File: src/rtl/smm_hr_pkg.sv
// Shared types for the SMM halt restart controller.
// Assumes a 16-bit halt-restart word at a fixed offset from the save base.
package smm_hr_pkg;
    localparam int unsigned HR_WORD_W = 16;
    localparam logic [15:0] HR_OFFSET = 16'hFF02;

    typedef enum logic [2:0] {
        ST_RUN,
        ST_HALT,
        ST_SAVE,
        ST_SMM,
        ST_LOAD,
        ST_SAMPLE,
        ST_DECIDE
    } ctl_state_t;

    typedef enum logic [1:0] {
        RS_EXEC = 2'd0,
        RS_HALT = 2'd1,
        RS_SMM  = 2'd2
    } run_state_t;
endpackage

File: src/rtl/smm_hr_fsm.sv
// Run-state sequencer: executing, halted, and the SMM entry/exit steps.
// Assumes single-cycle request pulses and a one-cycle memory read latency.
module smm_hr_fsm
    import smm_hr_pkg::*;
(
    input  logic       clk,
    input  logic       rst_n,
    input  logic       halt_i,
    input  logic       smi_i,
    input  logic       rsm_i,
    input  logic       wake_i,
    input  logic       resume_halt_i,
    output ctl_state_t state_o,
    output logic       from_halt_o,
    output logic       halt_cycle_o,
    output logic       fetch_resume_o
);
    ctl_state_t state_q, state_d;
    logic       smi_take;

    assign smi_take = smi_i && (state_q == ST_RUN || state_q == ST_HALT);

    // Next-state selection; SMI outranks halt and wake.
    always_comb begin
        state_d = state_q;
        unique case (state_q)
            ST_RUN:    if (smi_i) state_d = ST_SAVE;
                       else if (halt_i) state_d = ST_HALT;
            ST_HALT:   if (smi_i) state_d = ST_SAVE;
                       else if (wake_i) state_d = ST_RUN;
            ST_SAVE:   state_d = ST_SMM;
            ST_SMM:    if (rsm_i) state_d = ST_LOAD;
            ST_LOAD:   state_d = ST_SAMPLE;
            ST_SAMPLE: state_d = ST_DECIDE;
            ST_DECIDE: state_d = resume_halt_i ? ST_HALT : ST_RUN;
            default:   state_d = ST_RUN;
        endcase
    end

    // State register plus origin flag and single-cycle pulse outputs.
    always_ff @(posedge clk) begin
        if (!rst_n) begin
            state_q        <= ST_RUN;
            from_halt_o    <= 1'b0;
            halt_cycle_o   <= 1'b0;
            fetch_resume_o <= 1'b0;
        end else begin
            state_q <= state_d;
            if (smi_take) from_halt_o <= (state_q == ST_HALT);
            halt_cycle_o   <= (state_q == ST_DECIDE) && resume_halt_i;
            fetch_resume_o <= ((state_q == ST_DECIDE) && !resume_halt_i) ||
                              ((state_q == ST_HALT) && wake_i && !smi_i);
        end
    end

    assign state_o = state_q;

    // the save step is only ever reached from executing or halted.
    p_save_src_r4: assert property (@(posedge clk) disable iff (!rst_n)
        (state_q == ST_SAVE) |-> ($past(state_q) == ST_RUN || $past(state_q) == ST_HALT));
    // the save step always lands in SMM.
    p_save_to_smm_r4: assert property (@(posedge clk) disable iff (!rst_n)
        (state_q == ST_SAVE) |=> (state_q == ST_SMM));
    // an SMI taken while halted records a halted origin.
    p_origin_halt_r5: assert property (@(posedge clk) disable iff (!rst_n)
        (state_q == ST_HALT && smi_i) |=> from_halt_o);
    // SMM is only left through a resume request.
    p_smm_hold_r6: assert property (@(posedge clk) disable iff (!rst_n)
        (state_q == ST_SMM && !rsm_i) |=> (state_q == ST_SMM));
endmodule

File: src/rtl/smm_hr_port.sv
// State-save port: drives the halt-restart word access and captures bit 0.
// Assumes read data is valid in the cycle after the read strobe.
module smm_hr_port
    import smm_hr_pkg::*;
#(
    parameter int unsigned       ADDR_W    = 16,
    parameter logic [ADDR_W-1:0] SAVE_BASE = '0
) (
    input  logic                 clk,
    input  logic                 rst_n,
    input  ctl_state_t           state_i,
    input  logic                 from_halt_i,
    input  logic [HR_WORD_W-1:0] rdata_i,
    output logic                 req_o,
    output logic                 we_o,
    output logic [ADDR_W-1:0]    addr_o,
    output logic [HR_WORD_W-1:0] wdata_o,
    output logic                 resume_halt_o
);
    localparam logic [ADDR_W-1:0] HR_ADDR = SAVE_BASE + ADDR_W'(HR_OFFSET);

    // Access strobes and the entry word, upper bits forced to zero.
    always_comb begin
        req_o   = (state_i == ST_SAVE) || (state_i == ST_LOAD);
        we_o    = (state_i == ST_SAVE);
        addr_o  = HR_ADDR;
        wdata_o = '0;
        if (state_i == ST_SAVE) wdata_o = {{(HR_WORD_W-1){1'b0}}, from_halt_i};
    end

    // Capture the restart decision bit in the sample step.
    always_ff @(posedge clk) begin
        if (!rst_n) resume_halt_o <= 1'b0;
        else if (state_i == ST_SAMPLE) resume_halt_o <= rdata_i[0];
    end

    // the decision bit equals bit 0 of the returned data.
    p_capture_r7: assert property (@(posedge clk) disable iff (!rst_n)
        (state_i == ST_DECIDE) |-> (resume_halt_o == $past(rdata_i[0])));
    // the read step comes straight after SMM and leads to the sample step.
    p_load_seq_r7: assert property (@(posedge clk) disable iff (!rst_n)
        (state_i == ST_LOAD) |-> ($past(state_i) == ST_SMM));
    p_load_next_r7: assert property (@(posedge clk) disable iff (!rst_n)
        (state_i == ST_LOAD) |=> (state_i == ST_SAMPLE));
endmodule

File: src/rtl/smm_halt_restart.sv
// Top level: SMM halt restart controller.
// Assumes pulse inputs of one cycle and a synchronous active-low reset.
module smm_halt_restart
    import smm_hr_pkg::*;
#(
    parameter int unsigned       ADDR_W    = 16,
    parameter logic [ADDR_W-1:0] SAVE_BASE = '0
) (
    input  logic              clk,
    input  logic              rst_n,
    input  logic              halt_exec_i,
    input  logic              smi_req_i,
    input  logic              resume_i,
    input  logic              wake_irq_i,
    output logic              mem_req_o,
    output logic              mem_we_o,
    output logic [ADDR_W-1:0] mem_addr_o,
    output logic [15:0]       mem_wdata_o,
    input  logic [15:0]       mem_rdata_i,
    output logic              halt_cycle_o,
    output logic              fetch_resume_o,
    output logic [1:0]        core_state_o
);
    ctl_state_t state;
    logic       from_halt;
    logic       resume_halt;

    smm_hr_fsm u_fsm (
        .clk           (clk),
        .rst_n         (rst_n),
        .halt_i        (halt_exec_i),
        .smi_i         (smi_req_i),
        .rsm_i         (resume_i),
        .wake_i        (wake_irq_i),
        .resume_halt_i (resume_halt),
        .state_o       (state),
        .from_halt_o   (from_halt),
        .halt_cycle_o  (halt_cycle_o),
        .fetch_resume_o(fetch_resume_o)
    );

    smm_hr_port #(.ADDR_W(ADDR_W), .SAVE_BASE(SAVE_BASE)) u_port (
        .clk          (clk),
        .rst_n        (rst_n),
        .state_i      (state),
        .from_halt_i  (from_halt),
        .rdata_i      (mem_rdata_i),
        .req_o        (mem_req_o),
        .we_o         (mem_we_o),
        .addr_o       (mem_addr_o),
        .wdata_o      (mem_wdata_o),
        .resume_halt_o(resume_halt)
    );

    // Collapse internal steps into the three visible run states.
    always_comb begin
        unique case (state)
            ST_RUN:  core_state_o = RS_EXEC;
            ST_HALT: core_state_o = RS_HALT;
            default: core_state_o = RS_SMM;
        endcase
    end

    // never both pulses together.
    p_pulse_excl_r11: assert property (@(posedge clk) disable iff (!rst_n)
        !(halt_cycle_o && fetch_resume_o));
    // a halt cycle request coincides with the halted state.
    p_halt_pulse_r8: assert property (@(posedge clk) disable iff (!rst_n)
        halt_cycle_o |-> (core_state_o == RS_HALT));
    // a fetch resume coincides with the executing state.
    p_fetch_pulse_r9: assert property (@(posedge clk) disable iff (!rst_n)
        fetch_resume_o |-> (core_state_o == RS_EXEC));
    // memory is touched only while in SMM.
    p_mem_in_smm_r4: assert property (@(posedge clk) disable iff (!rst_n)
        mem_req_o |-> (core_state_o == RS_SMM));
endmodule

File: config.mk
export PLATFORM = sky130hd
export DESIGN_NAME = smm_halt_restart
export DESIGN_NICKNAME = d
export VERILOG_FILES = /design/src/rtl/smm_hr_pkg.sv /design/src/rtl/smm_hr_fsm.sv /design/src/rtl/smm_hr_port.sv /design/src/rtl/smm_halt_restart.sv
export SDC_FILE = /design/constraint.sdc
export NUM_CORES = 1
export LEC_CHECK = 0
export BUFFER_PORTS_ARGS = -buffer_cell sky130_fd_sc_hd__clkbuf_2
export CAP_MARGIN = 10
export CORE_MARGIN = 1.5
export CORE_UTILIZATION = 35
export CTS_CLUSTER_DIAMETER = 40
export CTS_CLUSTER_SIZE = 14
export DETAILED_ROUTE_END_ITERATION = 7
export HOLD_SLACK_MARGIN = 0.05
export PLACE_DENSITY = 0.77
export SLEW_MARGIN = 20
export SYNTH_ARGS = -nofsm -noshare
export SYNTH_HDL_FRONTEND = slang
export SYNTH_SLANG_ARGS = --single-unit
export TNS_END_PERCENT = 1
File: constraint.sdc
create_clock -name clk -period 1.4 [get_ports clk]
set_input_delay 0 -clock clk [delete_from_list [all_inputs] [get_ports clk]]
set_output_delay 0 -clock clk [all_outputs]
set_load 0.02 [all_outputs]
-- Word-level counts from Yosys, hierarchy flattened
Cells that the tools add are included.
- register bits: 7
- input bits: 22
- output and inout bits: 38
- word-level logic and storage cells: 35
- equality and inequality tests: 9
- multiplexer cells: 9
- reduce and logical (&&, ||, !) cells: 12
- operators by type and width (cell ; count):
    $pmux 3 s7 ; 1
    $mux 3 ; 5
    $eq 3x3->1 const B ; 3
    $eq 3x2->1 const B ; 2
    $ne 3x3->1 const B ; 2
    $logic_and 1x1->1 ; 5
    $pmux 2 s2 ; 1
    $eq 3x1->1 const B ; 1
    $logic_not 3->1 ; 1
    $logic_or 1x1->1 ; 3
    $reduce_and 3->1 ; 1
    $logic_not 1->1 ; 2
    $mux 1 ; 2
    $ne 2x2->1 const B ; 1

-- Depth between registers and ports, before layout
Gate-level depths: netlist of the first run.
- depth after elaboration: 4
- depth in mapped cells: 4
- gate-level depth less buffers: 3

-- Hierarchy
A second synthesis of the first run with hierarchy kept.
- cell total of the unflattened synthesis: 77
- area total of the unflattened synthesis: 651.9 µm²
- by module, submodules not included (module ; instances ; cells an instance ; area an instance (µm²) ; seq. area each (µm²)):
    smm_hr_fsm ; 1 ; 33 ; 321.6 ; 120.1
    smm_hr_port ; 1 ; 42 ; 316.6 ; 20.0
    smm_halt_restart ; 1 ; 2 ; 13.8 ; 0.0

-- Worst setup path after synthesis of the first run
Ideal clock, no wire load.
- kind: flip-flop to output port
- from: reg u_fsm.state_q[2] (netlist: u_fsm.state_o[2])
- to: out mem_wdata_o[0]
- data arrival time: 1.171 ns
- data required time: 1.400 ns
- slack: 0.229 ns
- stages on the path, launching flop included: 5
- path buffers: 1
- cells stage by stage: dfxtp_1 buf_6 nand2b_1 nor2_1 and2_1
- longest elaborated chain between the ends: 2
- RTL lines (what ; RTL line ; RTL):
    start, declared ; smm_hr_fsm.sv:18 ; ctl_state_t state_q, state_d;
    start signal, assigned ; smm_hr_fsm.sv:48 ; state_q <= state_d;
    $eq 3x2->1 ; n/a ;
    net mem_we_o ; smm_halt_restart.sv:16 ; output logic mem_we_o,
    $mux 1 ; smm_hr_port.sv:28 ; if (state_i == ST_SAVE) wdata_o = {{(HR_WORD_W-1){1'b0}}, from_halt_i};
    end, declared ; smm_halt_restart.sv:18 ; output logic [15:0] mem_wdata_o,
The timed path passes the listed nets, and every way through them passes these cells.

-- Final worst setup path of the first run
- from: reg u_fsm.state_q[2] (netlist: u_fsm.state_o[2])
- to: out mem_wdata_o[0]
- longest elaborated chain between the ends: 2
- RTL lines (what ; RTL line):
    $eq 3x2->1 ; smm_hr_port.sv:28
    $mux 1 ; smm_hr_port.sv:28
No other way between the ends.

==> flow_summary_export.csv, run 1 <==
group,metric,value,unit
global_routing,grt_use_met3,0.05952,
routing,vias,432,
sta,postLayoutSetupSlackWorst,0.1910,ns
final_layout,final_nets,115,
final_layout,layout-drive-gt1-share,0.2283,
routing,post_drt_wl_per_cell,7.564,um
clock_network,cts_root_buf,"clkbuf_4",
power_and_ir_drop,clkPwrFrac,0.303,
routing,drc_errors,0,
sta,finalCritPeriodShare,0.8636,
sta,finalHoldViolCount,0,
placed_design,gp_congestion,0.7485,
critical_path,crit_path_cell_trace,"nand2b_1, nor2_1, and2_1, clkbuf_2",
clock_network,cts_buffers,3,
global_routing,grtUsageTotal,0.08795,
sta,finalCriticalPeriod,1.209,ns
final_layout,final_common_cell,"conb_1",
clock_network,insertion_delay,0.25,ns
power_and_ir_drop,seqPwrFrac,0.386,
clock_network,cts_tree,"yes",
critical_path,cp_max_fo,11,
placed_design,dp_hpwl,713.6,um
synth,yosysWarnings,0,
critical_path,startpoint_type,"register",
floorplan,die_h,45.49,um
clock_network,ctsHtreeMaxLevel,1,
synth,syn_area_per_cell,8.314,um2
synth,synthesis.area,631.9,um2
final_layout,syn2layout_area_growth,1.188,%
critical_path,cp_slowest_cell,"dfxtp_2",
floorplan,ios,60,
placed_design,numPortBuffers,13,
power_and_ir_drop,p_sw,220.8,uW
global_routing,grt_pass1_wl,1276,um
critical_path,cp.arrival,1.21,ns
global_routing,grt_util_met1,0.08173,
sta,rsz0062_at_grt,"no",
critical_path,critPathMaxStageDelay,0.37,ns
power_and_ir_drop,max-vdd-ir-drop,574.4,uV
placed_design,pre_cts_slack,0.2154,ns
clock_network,clk_pin_slew_worst_paths,0.05,ns
final_layout,layout.cells.non_filler,117,
routing,postRouteAntennaNets,0,
synth,synth_cells,76,
sta,finalSetupTns,0,ns
sta,setup_violations,0,
clock_network,clock_path_buffers,2,
routing,vias_per_cell,3.692,
critical_path,path_buf_inv,1,
routing,wirelength,885,um
global_routing,grt_overflow,0,
global_routing,antenna_found_initial,0,
critical_path,crit_family,"simple AND/OR/NAND/NOR gates",
floorplan,rows,15,
critical_path,crit_type,"reg2out",
global_routing,grt_max_degree,12,
global_routing,busiest_layer,"met2",
routing,drtIter0Drc,4,
run_status,status,"finished clean",
clock_network,cts_setup_buffers,0,
global_routing,grt_pass1_vias,315,
synth,synth_seq_cells,7,
sta,slew_viol_final,0,
final_layout,layout_common_cells,"conb_1, clkbuf_2, dfxtp_1",
synth,netlist_top_cells_area,"buf_4, dfxtp_1, nor3b_2, buf_6, mux2i_1",
synth,ys_seq_area_frac,0.2218,
critical_path,endpoint_kind,"output port",
sta,max_freq,0.8271,GHz
final_layout,n_antenna_cell,0,
floorplan,die_area,2069,um2
power_and_ir_drop,p_leak,0.3360,nW
synth,yosys.area.top_type_share,0.3802,
global_routing,met2_usage,0.1577,
floorplan,die_w,45.49,um
synth,synth.distinct_cells,23,
power_and_ir_drop,p_int,370.9,uW
clock_network,numClockSinks,7,
job,max_cap_violations,0,
critical_path,worstPathRequired,1.40,ns
routing,drt_pass1_iterations,3,
floorplan,core_area,1708,um2
floorplan,start_util,0.3700,
power_and_ir_drop,p_per_area,925.4,nW/um2
power_and_ir_drop,p_comb_frac,0.312,
sta,skew,0.006192,ns
power_and_ir_drop,p_sw_frac,0.3732,
placed_design,placed_cells,110,
synth,synth_largest_area_cell,"buf_4",
min_path,hp-class,"in2reg",
## cell type report
class	instances	area, um2
timing repair buffer	17	102.6
clock buffer	4	26.28
sequential	7	141.4
inverter	3	11.26
tap	25	31.28
fill	185	1069
multi-input combinational	61	326.6
## cells in the mapped netlist
cell / count
buf_4: 32
dfxtp_1: 7
nor2_1: 5
a21oi_1: 3
inv_1: 3
nor2b_1: 3
buf_6: 2
conb_1: 2
mux2i_1: 2
nand2b_1: 2
nand3b_1: 2
nor3b_2: 2
a2111oi_2: 1
a21o_1: 1
a32oi_1: 1
and2_1: 1
and4_1: 1
nand2_1: 1
nand4b_1: 1
nor3_1: 1
o22ai_1: 1
o32ai_1: 1
or2_1: 1
## cell families (layout without fill, tap and decap cells)
logic type,Yosys count,after routing,share of synthesized area
simple gates,20,20,0.2040
other cells,2,31,0.01189
compound gates,8,8,0.09703
mux,2,2,0.03168
flops,7,7,0.2218
buf+inv,37,24,0.4337
## worst reg2reg max path, stage by stage, from the launching register on
cell	delay, ns
dfxtp_1	0.44
or2_1	0.19
nor2_1	0.06
a2111oi_2	0.30
## through the flow
stage | utilization | total power [mW] | instance area [um2] | hold slack [ns]
CTS | 0.3736 | 0.6003 | 638.1 | 0.1196
detailed placement | 0.3407 | 0.4093 | 581.8 | 0.2464
global route | 0.3744 | 0.6335 | 639.4 | 0.1461
floorplan | - | 0.4489 | 740.7 | 0.1439
finish | 0.3744 | 0.5917 | 639.4 | 0.1191
global placement | 0.3407 | 0.4062 | 581.8 | 0.2441
## power groups by stage
| stage | Combinational (mW) | Sequential (mW) | Clock, mW |
|---|---|---|---|
| 6_report | 0.184 | 0.228 | 0.179 |
| 5_1_grt | 0.201 | 0.230 | 0.202 |
| 4_1_cts | 0.184 | 0.227 | 0.189 |
| 3_5_place_dp | 0.178 | 0.232 | 0 |
| 3_3_place_gp | 0.175 | 0.231 | 0 |
| 2_1_floorplan | 0.229 | 0.220 | 0 |
## what timing repair did
action | CTS | global route
hold buffers | 3 | 0
resized for setup | 0 | 1
setup endpoints to repair | 0 | 1
endpoints found under the hold margin | 4 | 0
## routing by layer
layer	vias to the layer above	wire length [um]
li1	217	-
met1	192	340
met2	23	463
met3	0	81
met4	0	0
met5	-	0
## sequential cells by signal (all words and copies together), names as in the netlist
name,cells
u_fsm.fetch_resume_o,1
u_fsm.from_halt_o,1
u_fsm.halt_cycle_o,1
u_port.resume_halt_o,1
u_fsm.state_o,3
## path summary, 6_finish.rpt
path | from | to | slack, ns | cells past startpoint
max | u_fsm.state_o[2] | mem_wdata_o[0] | 0.19 | 4
max reg2reg | u_fsm.state_o[1] | u_fsm.state_o[1] | 0.31 | 3
min | smi_req_i | u_fsm.state_o[1] | 0.12 | 3
min reg2reg | u_fsm.from_halt_o | u_fsm.from_halt_o | 0.49 | 2
(Power assumes the default switching activity.)
==> run 2, diff against run 1 <==
Settings changed: BUFFER_PORTS_ARGS -buffer_cell sky130_fd_sc_hd__clkbuf_2 to -buffer_cell sky130_fd_sc_hd__buf_2, GPL_ROUTABILITY_DRIVEN set to 0, GPL_TIMING_DRIVEN set to 0.
==> run 2 against run 1 <==
  * Sequential share of layout area down 6.4 points
  * Clock skew fell by 0.00068 ns
  * Critical path depth rose by 1
  * Critical endpoint unchanged
==> flow_summary_export.csv, run 2 (same netlist as run 1, synthesis figures left out) <==
group,metric,value,unit
routing,top_layer_used,"met4",
final_layout,final_nets,148,
floorplan,die_h,45.49,um
floorplan,die_w,45.49,um
sta,slew_viol_final,0,
sta,setup_violations,0,
clock_network,post_cts_resized,0,
global_routing,grt_overflow,0,
critical_path,startpoint_type,"register",
sta,skew,0.005516,ns
clock_network,clock_path_buffers,2,
floorplan,rows,15,
final_layout,multiInputGateArea,326.6,um2
routing,wl_met1,418,um
clock_network,hold_buffers,3,
routing,dr_wl_met3,109,um
sta,finalHoldViolCount,0,
routing,vias_per_cell,3.640,
floorplan,ios,60,
final_layout,final_common_cell,"buf_4",
clock_network,cts_setup_buffers,0,
routing,wl_met2,604,um
clock_network,clk_pin_slew_worst_paths,0.05,ns
global_routing,antenna_found_initial,0,
sta,finalCriticalPeriod,1.248,ns
routing,drtIter0Drc,17,
critical_path,cp.arrival,1.25,ns
floorplan,core_area,1708,um2
global_routing,grt_pass1_vias,422,
critical_path,endpoint_kind,"output port",
clock_network,insertion_delay,0.27,ns
final_layout,n_antenna_cell,0,
global_routing,grtUsageTotal,0.1106,
final_layout,fillers,173,
placed_design,numPortBuffers,13,
run_status,status,"finished clean",
sta,finalSetupTns,0,ns
global_routing,grt_max_degree,11,
power_and_ir_drop,max-vdd-ir-drop,391.2,uV
sta,finalCritPeriodShare,0.8912,
power_and_ir_drop,p_per_area,773.6,nW/um2
floorplan,die_area,2069,um2
final_layout,ff_latch_area,140.1,um2
routing,post_drt_wl_per_cell,7.693,um
final_layout,layout_common_cells,"buf_4, conb_1, buf_2",
power_and_ir_drop,p_leak,0.5083,nW
routing,drt_pass1_iterations,4,
routing,vias,546,
critical_path,cp_max_fo,10,
critical_path,worstPathRequired,1.40,ns
sta,rsz0062_at_grt,"no",
floorplan,start_util,0.3700,
routing,postRouteAntennaNets,0,
sta,max_freq,0.8015,GHz
job,max_cap_violations,0,
routing,wirelength,1154,um
final_layout,syn2layout_area_growth,41.39,%
routing,drc_errors,0,
final_layout,largest_register_ffs,3,
clock_network,cts_buffers,3,
power_and_ir_drop,power,691.1,uW
clock_network,ctsHtreeMaxLevel,1,
global_routing,grt_pass1_wl,1593,um
min_path,hp-class,"in2reg",
final_layout,layout-drive-gt1-share,0.4240,
clock_network,numClockSinks,7,
critical_path,crit_type,"reg2out",
clock_network,cts_root_buf,"clkbuf_4",
placed_design,dp_hpwl,942.8,um
clock_network,cts_tree,"yes",
-- run 2: changes by cell type in the layout (fill, tap and decap cells not counted), sizes merged --
cell	change
buf	+46
clkbuf	-13
-- run 2: worst max-delay path, stage by stage, from the launching register on --
cell      delay [ns]
dfxtp_1         0.32
buf_6           0.14
nand2b_1        0.15
nor2_1          0.10
and2_1          0.13
buf_2           0.15
-- run 2: where the power goes --
group	internal, mW	switching (mW)
logic	0.119	0.158
registers	0.209	0.00651
clock network	0.110	0.0882
-- run 2: routing by layer --
layer | GRT usage | up-vias
met3 | 0.04762 | 3
li1 | - | 283
met5 | 0 | -
met4 | 0.07059 | 0
met2 | 0.2028 | 30
met1 | 0.09569 | 230
-- run 2: path summary, 6_finish.rpt --
| kind | slack (ns) | from | cells past startpoint | endpoint |
|---|---|---|---|---|
| setup / recovery | 0.15 | u_fsm.state_o[2] | 5 | mem_wdata_o[0] |
| hold / removal | 0.12 | smi_req_i | 3 | u_fsm.state_o[1] |
| setup reg to reg | 0.31 | u_fsm.state_o[2] | 3 | u_fsm.state_o[1] |
| hold reg to reg | 0.49 | u_fsm.from_halt_o | 2 | u_fsm.from_halt_o |
-- run 2: layout make-up --
cell class	count	share of cell area
plain buffers	34	0.2941
clock buffers	4	0.02941
inverters	3	0.01261
multi-input cells	61	0.3655
flip-flops and latches	7	0.1569
well taps	25	0.03501
repair buffers	16	0.1064
-- run 2: metrics by stage --
| stage | hold slack, ns | worst slack (ns) | util | cell area (um2) | cells |
|---|---|---|---|---|---|
| finish | 0.1177 | 0.1523 | 0.5231 | 893.4 | 150 |
| global route | 0.1272 | 0.07578 | 0.5231 | 893.4 | 150 |
| CTS | 0.1181 | 0.1443 | 0.5231 | 893.4 | 150 |
| detailed placement | 0.2449 | 0.3236 | 0.4901 | 837.1 | 143 |
| global placement | 0.2390 | 0.3630 | 0.4901 | 837.1 | 143 |
| floorplan | 0.1439 | 0.2286 | - | 740.7 | 105 |
